### src/rtl/ptp_pkg.sv
package ptp_pkg;
  typedef enum logic [3:0] {
    A_CTRL    = 4'd0,
    A_INC     = 4'd1,
    A_ADDEND  = 4'd2,
    A_SEC_UPD = 4'd3,
    A_SUB_UPD = 4'd4,
    A_TGT_SEC = 4'd5,
    A_TGT_SUB = 4'd6,
    A_MASK    = 4'd7,
    A_STATUS  = 4'd8
  } reg_addr_e;

  localparam int CTRL_EN      = 0;
  localparam int CTRL_FINE    = 1;
  localparam int CTRL_INIT    = 2;
  localparam int CTRL_ADD_UPD = 5;
  localparam int MASK_TRIG    = 9;
  localparam int STS_TRIG     = 0;
endpackage

### src/rtl/ptp_regs.sv
module ptp_regs
  import ptp_pkg::*;
#(
  parameter int DATA_W = 32,
  parameter int SEC_W  = 32,
  parameter int SUB_W  = 31,
  parameter int INC_W  = 8,
  parameter int ACC_W  = 32
) (
  input  logic              clk_i,
  input  logic              rst_ni,
  input  logic              wr_en_i,
  input  logic [3:0]        wr_addr_i,
  input  logic [DATA_W-1:0] wr_data_i,
  output logic              en_o,
  output logic              fine_o,
  output logic              init_pend_o,
  output logic              add_pend_o,
  output logic              run_o,
  output logic [INC_W-1:0]  inc_o,
  output logic [ACC_W-1:0]  addend_o,
  output logic [SEC_W-1:0]  upd_sec_o,
  output logic [SUB_W-1:0]  upd_sub_o,
  output logic [SEC_W-1:0]  tgt_sec_o,
  output logic [SUB_W-1:0]  tgt_sub_o,
  output logic              mask_o,
  output logic              sts_clr_o
);
  logic              en_q, fine_q, init_pend_q, add_pend_q, inited_q, mask_q;
  logic [INC_W-1:0]  inc_q;
  logic [ACC_W-1:0]  addend_q, addend_act_q;
  logic [SEC_W-1:0]  upd_sec_q, tgt_sec_q;
  logic [SUB_W-1:0]  upd_sub_q, tgt_sub_q;
  logic              wr_ctrl;

  assign wr_ctrl = wr_en_i && (wr_addr_i == A_CTRL);

  always_ff @(posedge clk_i or negedge rst_ni) begin
    if (!rst_ni) begin
      en_q         <= 1'b0;
      fine_q       <= 1'b0;
      init_pend_q  <= 1'b0;
      add_pend_q   <= 1'b0;
      inited_q     <= 1'b0;
      mask_q       <= 1'b0;
      inc_q        <= '0;
      addend_q     <= '0;
      addend_act_q <= '0;
      upd_sec_q    <= '0;
      upd_sub_q    <= '0;
      tgt_sec_q    <= '0;
      tgt_sub_q    <= '0;
    end else begin
      init_pend_q <= 1'b0;
      add_pend_q  <= 1'b0;
      if (add_pend_q)  addend_act_q <= addend_q;
      if (init_pend_q) inited_q     <= 1'b1;
      if (wr_en_i) begin
        case (reg_addr_e'(wr_addr_i))
          A_CTRL: begin
            en_q        <= wr_data_i[CTRL_EN];
            fine_q      <= wr_data_i[CTRL_FINE];
            init_pend_q <= wr_data_i[CTRL_INIT] & wr_data_i[CTRL_EN];
            add_pend_q  <= wr_data_i[CTRL_ADD_UPD];
            if (!wr_data_i[CTRL_EN]) inited_q <= 1'b0;
          end
          A_INC:     inc_q     <= wr_data_i[INC_W-1:0];
          A_ADDEND:  addend_q  <= wr_data_i[ACC_W-1:0];
          A_SEC_UPD: upd_sec_q <= wr_data_i[SEC_W-1:0];
          A_SUB_UPD: upd_sub_q <= wr_data_i[SUB_W-1:0];
          A_TGT_SEC: tgt_sec_q <= wr_data_i[SEC_W-1:0];
          A_TGT_SUB: tgt_sub_q <= wr_data_i[SUB_W-1:0];
          A_MASK:    mask_q    <= wr_data_i[MASK_TRIG];
          default: ;
        endcase
      end
    end
  end

  assign en_o        = en_q;
  assign fine_o      = fine_q;
  assign init_pend_o = init_pend_q;
  assign add_pend_o  = add_pend_q;
  assign run_o       = en_q && inited_q && !init_pend_q;
  assign inc_o       = inc_q;
  assign addend_o    = addend_act_q;
  assign upd_sec_o   = upd_sec_q;
  assign upd_sub_o   = upd_sub_q;
  assign tgt_sec_o   = tgt_sec_q;
  assign tgt_sub_o   = tgt_sub_q;
  assign mask_o      = mask_q;
  assign sts_clr_o   = wr_en_i && (wr_addr_i == A_STATUS) && wr_data_i[STS_TRIG];

  assert_init_selfclear_R3: assert property (@(posedge clk_i) disable iff (!rst_ni)
    init_pend_q && !wr_ctrl |=> !init_pend_q);
  assert_init_needs_en_R3: assert property (@(posedge clk_i) disable iff (!rst_ni)
    init_pend_q |-> en_q);
  assert_add_selfclear_R4: assert property (@(posedge clk_i) disable iff (!rst_ni)
    add_pend_q && !wr_ctrl |=> !add_pend_q);
  assert_disable_stops_R8: assert property (@(posedge clk_i) disable iff (!rst_ni)
    wr_ctrl && !wr_data_i[CTRL_EN] |=> !run_o);
endmodule

### src/rtl/ptp_accum.sv
module ptp_accum #(
  parameter int ACC_W = 32
) (
  input  logic             clk_i,
  input  logic             rst_ni,
  input  logic             run_i,
  input  logic             fine_i,
  input  logic             clr_i,
  input  logic [ACC_W-1:0] addend_i,
  output logic             tick_o
);
  logic [ACC_W-1:0] acc_q;
  logic [ACC_W:0]   sum;

  assign sum = {1'b0, acc_q} + {1'b0, addend_i};

  always_ff @(posedge clk_i or negedge rst_ni) begin
    if (!rst_ni)              acc_q <= '0;
    else if (clr_i)           acc_q <= '0;
    else if (run_i && fine_i) acc_q <= sum[ACC_W-1:0];
  end

  // coarse mode steps every clock
  assign tick_o = fine_i ? sum[ACC_W] : 1'b1;

  assert_acc_hold_R6: assert property (@(posedge clk_i) disable iff (!rst_ni)
    !clr_i && !(run_i && fine_i) |=> $stable(acc_q));
endmodule

### src/rtl/ptp_counter.sv
module ptp_counter #(
  parameter int SEC_W = 32,
  parameter int SUB_W = 31,
  parameter int INC_W = 8
) (
  input  logic             clk_i,
  input  logic             rst_ni,
  input  logic             load_i,
  input  logic             step_i,
  input  logic [INC_W-1:0] inc_i,
  input  logic [SEC_W-1:0] upd_sec_i,
  input  logic [SUB_W-1:0] upd_sub_i,
  output logic [SEC_W-1:0] sec_o,
  output logic [SUB_W-1:0] sub_o
);
  localparam int PAD_W = SUB_W + 1 - INC_W;

  logic [SEC_W-1:0] sec_q;
  logic [SUB_W-1:0] sub_q;
  logic [SUB_W:0]   nxt;

  assign nxt = {1'b0, sub_q} + {{PAD_W{1'b0}}, inc_i};

  always_ff @(posedge clk_i or negedge rst_ni) begin
    if (!rst_ni) begin
      sec_q <= '0;
      sub_q <= '0;
    end else if (load_i) begin
      sec_q <= upd_sec_i;
      sub_q <= upd_sub_i;
    end else if (step_i) begin
      sub_q <= nxt[SUB_W-1:0];
      if (nxt[SUB_W]) sec_q <= sec_q + 1'b1;
    end
  end

  assign sec_o = sec_q;
  assign sub_o = sub_q;

  assert_hold_R2: assert property (@(posedge clk_i) disable iff (!rst_ni)
    !load_i && !step_i |=> $stable(sec_q) && $stable(sub_q));
  assert_sec_step_R7: assert property (@(posedge clk_i) disable iff (!rst_ni)
    step_i && !load_i |=> (sec_q == $past(sec_q)) || (sec_q == SEC_W'($past(sec_q) + 1'b1)));
endmodule

### src/rtl/ptp_trigger.sv
module ptp_trigger #(
  parameter int SEC_W = 32,
  parameter int SUB_W = 31
) (
  input  logic             clk_i,
  input  logic             rst_ni,
  input  logic             run_i,
  input  logic [SEC_W-1:0] sec_i,
  input  logic [SUB_W-1:0] sub_i,
  input  logic [SEC_W-1:0] tgt_sec_i,
  input  logic [SUB_W-1:0] tgt_sub_i,
  input  logic             clr_i,
  input  logic             mask_i,
  output logic             sts_o,
  output logic             irq_o
);
  logic sts_q, reached;

  assign reached = {sec_i, sub_i} >= {tgt_sec_i, tgt_sub_i};

  always_ff @(posedge clk_i or negedge rst_ni) begin
    if (!rst_ni)                 sts_q <= 1'b0;
    else if (clr_i)              sts_q <= 1'b0;
    else if (run_i && reached)   sts_q <= 1'b1;
  end

  assign sts_o = sts_q;
  assign irq_o = sts_q & ~mask_i;

  assert_sts_needs_run_R9: assert property (@(posedge clk_i) disable iff (!rst_ni)
    $rose(sts_q) |-> $past(run_i));
  assert_sts_clear_R9: assert property (@(posedge clk_i) disable iff (!rst_ni)
    clr_i |=> !sts_q);
endmodule

### src/rtl/ptp_time_gen.sv
module ptp_time_gen
  import ptp_pkg::*;
#(
  parameter int DATA_W = 32,
  parameter int SEC_W  = 32,
  parameter int SUB_W  = 31,
  parameter int INC_W  = 8,
  parameter int ACC_W  = 32
) (
  input  logic              clk_i,
  input  logic              rst_ni,
  input  logic              wr_en_i,
  input  logic [3:0]        wr_addr_i,
  input  logic [DATA_W-1:0] wr_data_i,
  input  logic [3:0]        rd_addr_i,
  output logic [DATA_W-1:0] rd_data_o,
  output logic [SEC_W-1:0]  sec_o,
  output logic [SUB_W-1:0]  subsec_o,
  output logic              trig_irq_o
);
  logic             en, fine, init_pend, add_pend, run, mask, sts_clr, sts, tick;
  logic [INC_W-1:0] inc;
  logic [ACC_W-1:0] addend;
  logic [SEC_W-1:0] upd_sec, tgt_sec;
  logic [SUB_W-1:0] upd_sub, tgt_sub;

  ptp_regs #(.DATA_W(DATA_W), .SEC_W(SEC_W), .SUB_W(SUB_W), .INC_W(INC_W), .ACC_W(ACC_W)) u_regs (
    .clk_i, .rst_ni, .wr_en_i, .wr_addr_i, .wr_data_i,
    .en_o(en), .fine_o(fine), .init_pend_o(init_pend), .add_pend_o(add_pend), .run_o(run),
    .inc_o(inc), .addend_o(addend), .upd_sec_o(upd_sec), .upd_sub_o(upd_sub),
    .tgt_sec_o(tgt_sec), .tgt_sub_o(tgt_sub), .mask_o(mask), .sts_clr_o(sts_clr)
  );

  ptp_accum #(.ACC_W(ACC_W)) u_accum (
    .clk_i, .rst_ni, .run_i(run), .fine_i(fine), .clr_i(init_pend),
    .addend_i(addend), .tick_o(tick)
  );

  ptp_counter #(.SEC_W(SEC_W), .SUB_W(SUB_W), .INC_W(INC_W)) u_counter (
    .clk_i, .rst_ni, .load_i(init_pend), .step_i(run && tick), .inc_i(inc),
    .upd_sec_i(upd_sec), .upd_sub_i(upd_sub), .sec_o, .sub_o(subsec_o)
  );

  ptp_trigger #(.SEC_W(SEC_W), .SUB_W(SUB_W)) u_trigger (
    .clk_i, .rst_ni, .run_i(run), .sec_i(sec_o), .sub_i(subsec_o),
    .tgt_sec_i(tgt_sec), .tgt_sub_i(tgt_sub), .clr_i(sts_clr), .mask_i(mask),
    .sts_o(sts), .irq_o(trig_irq_o)
  );

  always_comb begin
    rd_data_o = '0;
    case (reg_addr_e'(rd_addr_i))
      A_CTRL: begin
        rd_data_o[CTRL_EN]      = en;
        rd_data_o[CTRL_FINE]    = fine;
        rd_data_o[CTRL_INIT]    = init_pend;
        rd_data_o[CTRL_ADD_UPD] = add_pend;
      end
      A_STATUS: rd_data_o[STS_TRIG] = sts;
      default: ;
    endcase
  end
endmodule

### config.mk
export PLATFORM = sky130hd
export DESIGN_NAME = ptp_time_gen
export DESIGN_NICKNAME = d
export VERILOG_FILES = /design/src/rtl/ptp_pkg.sv /design/src/rtl/ptp_regs.sv /design/src/rtl/ptp_accum.sv /design/src/rtl/ptp_counter.sv /design/src/rtl/ptp_trigger.sv /design/src/rtl/ptp_time_gen.sv
export SDC_FILE = /design/constraint.sdc
export NUM_CORES = 1
export LEC_CHECK = 0
export BUFFER_PORTS_ARGS = -buffer_cell sky130_fd_sc_hd__buf_2
export CORE_AREA = 4 4 170 172
export CTS_CLUSTER_DIAMETER = 150
export DETAILED_ROUTE_END_ITERATION = 16
export DIE_AREA = 0 0 174 176
export PLACE_DENSITY = 0.9
export SLEW_MARGIN = 20
export SYNTH_ARGS = -nofsm -noshare
export SYNTH_HDL_FRONTEND = slang
export SYNTH_SLANG_ARGS = --single-unit
### constraint.sdc
create_clock -name clk_i -period 5.7 [get_ports clk_i]
set_input_delay 1.425 -clock clk_i [delete_from_list [all_inputs] [get_ports clk_i]]
set_output_delay 1.425 -clock clk_i [all_outputs]
set_load 0.03 [all_outputs]
Word-level counts from Yosys, hierarchy flattened

Cells that the tools add are included.

Mux-type cells: 21
$lt $le $gt $ge: 1
$add $sub $neg: 3
Reduce and logical (&&, ||, !) cells: 23
Equal/unequal tests: 9
Bitwise operators: 3

Operator list:

| operator                                                        | count |
|---|---|
| 32-bit two-way mux                                              | 5 |
| 63-bit >= comparator                                            | 1 |
| 31-bit two-way mux                                              | 2 |
| 32-bit by 32-bit adder with 33-bit output                       | 1 |
| 31-bit by 8-bit adder with 32-bit output                        | 1 |
| 32-bit by 1-bit adder with 32-bit output, second input constant | 1 |
| 2-bit AND reduction                                             | 9 |
| 4-bit by 3-bit == test with 1-bit output, second input constant | 4 |
| 1-bit two-way mux                                               | 12 |
| 4-bit by 2-bit == test with 1-bit output, second input constant | 2 |
| 4-bit == test, second input constant                            | 2 |
| 4-bit logical NOT                                               | 2 |
| 2-bit nonzero test                                              | 4 |
| 1-bit logical AND                                               | 7 |
| 4-bit by 1-bit == test with 1-bit output, second input constant | 1 |
| 1-bit bitwise AND                                               | 2 |
| 2-bit two-way mux                                               | 1 |
| 1-bit case mux with 2 select lines                              | 1 |
| 1-bit logical NOT                                               | 1 |
| 1-bit inverter                                                  | 1 |

Flip-flop bits (word level): 300
Bits of input ports: 43
Output and inout port bits: 96

Logic depth before layout (Yosys ltp)

Depth in word-level cells: 5
Depth in mapped cells: 13
Depth with buffers taken out: 13

Cells and area by module

From an unflattened synthesis, not the netlist that was laid out.

Cell total of the unflattened synthesis: 1528
Area total of the unflattened synthesis: 16504.6 um2

By module, submodules not included:

| module       | times used | area an instance (um2) | cells each |
|---|---|---|---|
| ptp_regs     | 1          | 7681.1                 | 450 |
| ptp_counter  | 1          | 3996.3                 | 453 |
| ptp_accum    | 1          | 2900.3                 | 361 |
| ptp_trigger  | 1          | 1659.1                 | 228 |
| ptp_time_gen | 1          | 267.8                  | 36 |

Least setup slack after synthesis

OpenSTA, ideal clock, no wires.

Path type: input port to output port
From: in rd_addr_i[3]
To: out rd_data_o[0]
Buffers on the path: 0
Required time: 4275 ps
Arrival: 2428 ps
Stages on the path: 2
Slack: 1847 ps
Path through: mux2i_1 nor4_1

Cells in the longest elaborated chain, start to end: 2
Elaborated cells on any way between the ends: 3
Those cells by class: eq/ne: 1; mux: 1; reduce/logical: 1

RTL lines:

| what                                               | RTL line           | RTL |
|---|---|---|
| start, declared                                    | ptp_time_gen.sv:15 | `input logic [3:0] rd_addr_i,` |
| 4-bit == test or 4-bit logical NOT (tied branches) | ptp_time_gen.sv:52 | `case (reg_addr_e'(rd_addr_i))` |
| 1-bit case mux with 2 select lines (*)             | ptp_time_gen.sv:52 |  |
| end, declared                                      | ptp_time_gen.sv:16 | `output logic [DATA_W-1:0] rd_data_o,` |

Every way passes the cells marked *; elsewhere a longest branch is shown, timed or not.

Worst setup path after layout

From: reg u_counter.sub_q[0], in the netlist u_counter.sub_o[0]
To: reg u_counter.sub_q[30], in the netlist u_counter.sub_o[30]

Cells in the longest elaborated chain, start to end: 3

RTL lines:

| what                                     | RTL line          | RTL |
|---|---|---|
| start, declared                          | ptp_counter.sv:19 | `logic [SUB_W-1:0] sub_q;` |
| start signal, assigned                   | ptp_counter.sv:30 | `sub_q <= upd_sub_i;` |
| start signal, assigned                   | ptp_counter.sv:32 | `sub_q <= nxt[SUB_W-1:0];` |
| 31-bit by 8-bit adder with 32-bit output | ptp_counter.sv:22 | `assign nxt = {1'b0, sub_q} + {{PAD_W{1'b0}}, inc_i};` |
| 31-bit two-way mux                       | ptp_counter.sv:31 | `end else if (step_i) begin` |
| 31-bit two-way mux                       | ptp_counter.sv:28 | `end else if (load_i) begin` |

No other way between the ends. The select of a mux whose other input is x is not followed.
A chain may end at the register's enable or synchronous reset.

==> metrics.txt <==
number of detailed-routing iterations run before antenna repair=5; number of routed nets with antenna violations=0; area enclosed by the die boundary=30600 um^2; Die Span X=174 um; setup repair after global routing missed its margin=false; via count normalized by instance count=~6.5; startpoint kind of the worst setup timing path=flip-flop; clock sinks=300; number of top-level pins=between 100 and 150; Worst Tran Pin Value=1020 ps; number of flops mapped to enable cells by yosys=0; Crit Reg-Reg Startpoint=u_counter.sub_o[0]$_DFFE_PN0P_; source-to-sink clock delay at the later pin of the worst-skew pair=560 ps; post-synthesis sequential element count=300; largest area contributor in the netlist=sky130_fd_sc_hd__dfrtp_1; count of buffers added by post-CTS timing repair for setup=0; final critical-path share of the clock period=between 60 and 70%; power density cells=407 nW/um^2; top post-synthesis cells by area=sky130_fd_sc_hd__dfrtp_1 (46%), sky130_fd_sc_hd__mux2_2 (12%), sky130_fd_sc_hd__ha_1 (8.0%); type of the worst setup path=reg2reg; reported max-cap violation count=0; global placement routability congestion=roughly 0.94; Synth async-reset ratio=between 90% and 100%; Data required, critical path=6150 ps; Power Total=between 7 and 8 mW; die height=176 um; number of fill cells=1941; most used flip-flop cell after synthesis=sky130_fd_sc_hd__dfrtp_1; final setup fails=0; number of hold-repair buffers added at the cts stage=0; area share of the leading cell type in the synthesized netlist=between 40% and 50%; post-cts resize count=0; Remaining DRCs=0; termination of the worst setup path=u_counter.sub_o[30]$_DFFE_PN0P_; Worst R2R Setup Slack=1790 ps; count of buffers inserted at the top-level ports=110; routed length per instance=roughly 22 um; maximum fanout along the worst path=6; clock root buffer=sky130_fd_sc_hd__clkbuf_16; clock-pin slew reported for the worst setup and hold paths after clock tree synthesis=approximately 60 ps; end of the worst register-to-register path=u_counter.sub_o[30]$_DFFE_PN0P_; status=finished clean; depth of the worst register-to-register path=12; maximum number of pins on one net before global-route repair=120; worst setup path startpoint=u_counter.sub_o[0]$_DFFE_PN0P_; via count of the first global-routing pass=13.3k; global-route wire length before repair=between 70000 and 80000 um; Mapped Area=around 16000 um^2; standard cell area after detailed placement=between 15000 and 20000 um^2; core area=approximately 27000 um^2; leakage component of the power=roughly 8.8 nW; final instance area=between 15000 and 20000 um^2; count of synthesis-stage warnings from yosys=0; post-synthesis sequential area ratio=between 40% and 50%; maximum resistive drop on vdd=between 0.3 and 0.4 mV; total negative slack=0 ps; arrival time reported for the critical path endpoint=4360 ps; antenna violations before repair=1; Crit. End Element=flip-flop; number of vias after detailed routing=about 13k; Final #Nets=approximately 1.8k; TritonCTS clock tree=built; Max Clock Freq=approximately 260 MHz; Worst Hold Margin=~490 ps; routed length on met1=16800 um; Post-DP HPWL=29900 um; most frequent standard cell in the layout excluding fill and tap cells=sky130_fd_sc_hd__dfrtp_1; grt ovf=0; worst min-delay path class=reg2reg; global router's overall resource usage=~28%; number of standard cells after synthesis=~1.6k; depth of the CTS H-tree=1; Post-Route WL=approximately 44000 um; Initial Util=around three fifths; Relative slew margins=32.2%; share of final-layout standard cells stronger than drive strength 1=a little under a quarter; FP Rows=61; Tmin final=between 3000 and 4000 ps; top layer in use=met5; routed length on met3=between 4000 and 5000 um; detailed-routed wire length on met2=around 20000 um; Area Overhead vs Synth=11.3%; setup clock skew after layout=approximately 11 ps; most used cells in the layout excluding fill and tap cells=sky130_fd_sc_hd__dfrtp_1 (299), sky130_fd_sc_hd__mux2_2 (168), sky130_fd_sc_hd__nand2_1 (145); diode count=0; maximum clock path buffer count=3; Num CTS Buffers=30; number of distinct library cells after synthesis=72; synthesized area per cell=10.5 um^2; final max-slew violation count=0; iteration-0 DRC count of the detailed router=roughly 1.4k; Final Hold Violating Endpoints=0
-- registers in the layout (all words and copies together), names as in the netlist, 31 cells and up --
signal            flops
u_regs.upd_sec_o     32
u_regs.tgt_sub_o     31
u_accum.acc_q        32
u_counter.sec_o      32
u_regs.upd_sub_o     31
u_counter.sub_o      31
u_regs.addend_o      32
u_regs.tgt_sec_o     32
u_regs.addend_q      32
-- report_power, final --
| part | switching, mW | internal, mW | total [mW] | leakage, nW |
|---|---|---|---|---|
| Combinational | 1.31 | 0.913 | 2.22 | 4.45 |
| Sequential | 0.383 | 2.63 | 3.01 | 3.82 |
| Clock | 0.862 | 1.25 | 2.11 | 0.525 |
| Total | 2.55 | 4.79 | 7.34 | 8.80 |
-- worst max-delay path: stages, from the launching register on --
cell and delay [ps]:
sky130_fd_sc_hd__dfrtp_1 370, sky130_fd_sc_hd__ha_1 190, sky130_fd_sc_hd__inv_1 60, sky130_fd_sc_hd__fa_1 390
sky130_fd_sc_hd__nor2b_1 180, sky130_fd_sc_hd__o21ai_0 130, sky130_fd_sc_hd__a21boi_0 250, sky130_fd_sc_hd__o21ai_0 180
sky130_fd_sc_hd__a21oi_1 470, sky130_fd_sc_hd__nand4_1 320, sky130_fd_sc_hd__nor3_1 610, sky130_fd_sc_hd__nand4_1 270
sky130_fd_sc_hd__o311ai_0 370
-- cell usage after synthesis, drive strengths merged (3+ instances only) --
cell type,n
a31o,9
mux2i,3
inv,90
xnor2,23
clkbuf,49
nor2b,8
a221o,8
nor2,49
o311ai,13
o31ai,4
mux2,168
nand2,147
nor3,23
a211oi,3
and4,6
a21o,51
and2,11
xor2,23
buf,42
nand2b,8
nand4,29
nor3b,11
o211ai,24
a31oi,8
dfrtp,300
a211o,6
nand3,72
nor4,14
ha,104
and3,16
a21oi,69
o21bai,3
or3,7
o21ai,118
o21a,6
-- logic make-up (layout without fill, tap and decap cells) --
group                      Yosys count  after routing  synth area share [%]
AOI/OAI and AO/OA                  341            341                  13.5
xor gates and xnor gates            46             46                  2.49
adders and majority gates          106            106                  8.27
buffers and inverters              181            268                  4.98
DFF                                300            300                  46.3
muxes                              171            171                  11.9
other                                1             28                0.0231
and+or+nand+nor                    404            404                  12.5
-- per-layer routing --
layer | track usage [%] | vias up
li1 | - | 5688
met1 | 35.2 | 6452
met2 | 45.7 | 732
met3 | 6.96 | 184
met4 | 14.9 | 2
met5 | 0 | -
-- worst min path at each step --
stage / from / to / slack (ps) / cells past startpoint
after floorplan: u_regs.upd_sec_o[12]$_DFFE_PN0P_ / u_counter.sec_o[12]$_DFFE_PN0P_ / 440 / 2
after global placement: u_regs.upd_sec_o[31]$_DFFE_PN0P_ / u_counter.sec_o[31]$_DFFE_PN0P_ / 460 / 2
after detailed placement: u_regs.upd_sec_o[0]$_DFFE_PN0P_ / u_regs.upd_sec_o[0]$_DFFE_PN0P_ / 480 / 2
after CTS: u_regs.upd_sec_o[0]$_DFFE_PN0P_ / u_regs.upd_sec_o[0]$_DFFE_PN0P_ / 490 / 2
after global routing: u_regs.tgt_sec_o[13]$_DFFE_PN0P_ / u_regs.tgt_sec_o[13]$_DFFE_PN0P_ / 510 / 1
final: u_regs.upd_sec_o[0]$_DFFE_PN0P_ / u_regs.upd_sec_o[0]$_DFFE_PN0P_ / 490 / 2
-- metrics by stage --
step / setup WS [ps] / std cells / utilization, %
6_report: 1790 / 2010 / 65.6
5_1_grt: 1500 / 2010 / 65.6
4_1_cts: 1860 / 2010 / 65.6
3_5_place_dp: 1860 / 1954 / 61.8
3_3_place_gp: 1840 / 1954 / 61.7
2_1_floorplan: 1850 / 1577 / -
-- final cells by class --
| cell class | count | area (um^2) | share of cell area (%) |
|---|---|---|---|
| multi-input combinational | 1096 | 8030 | 44.5 |
| sequential | 300 | 7510 | 41.6 |
| clock buffer | 40 | 870 | 4.82 |
| timing repair buffer | 122 | 663 | 3.68 |
| tap | 346 | 433 | 2.40 |
| inverter | 90 | 338 | 1.87 |
| clock inverter | 16 | 193 | 1.07 |
(Power assumes the default switching activity.)
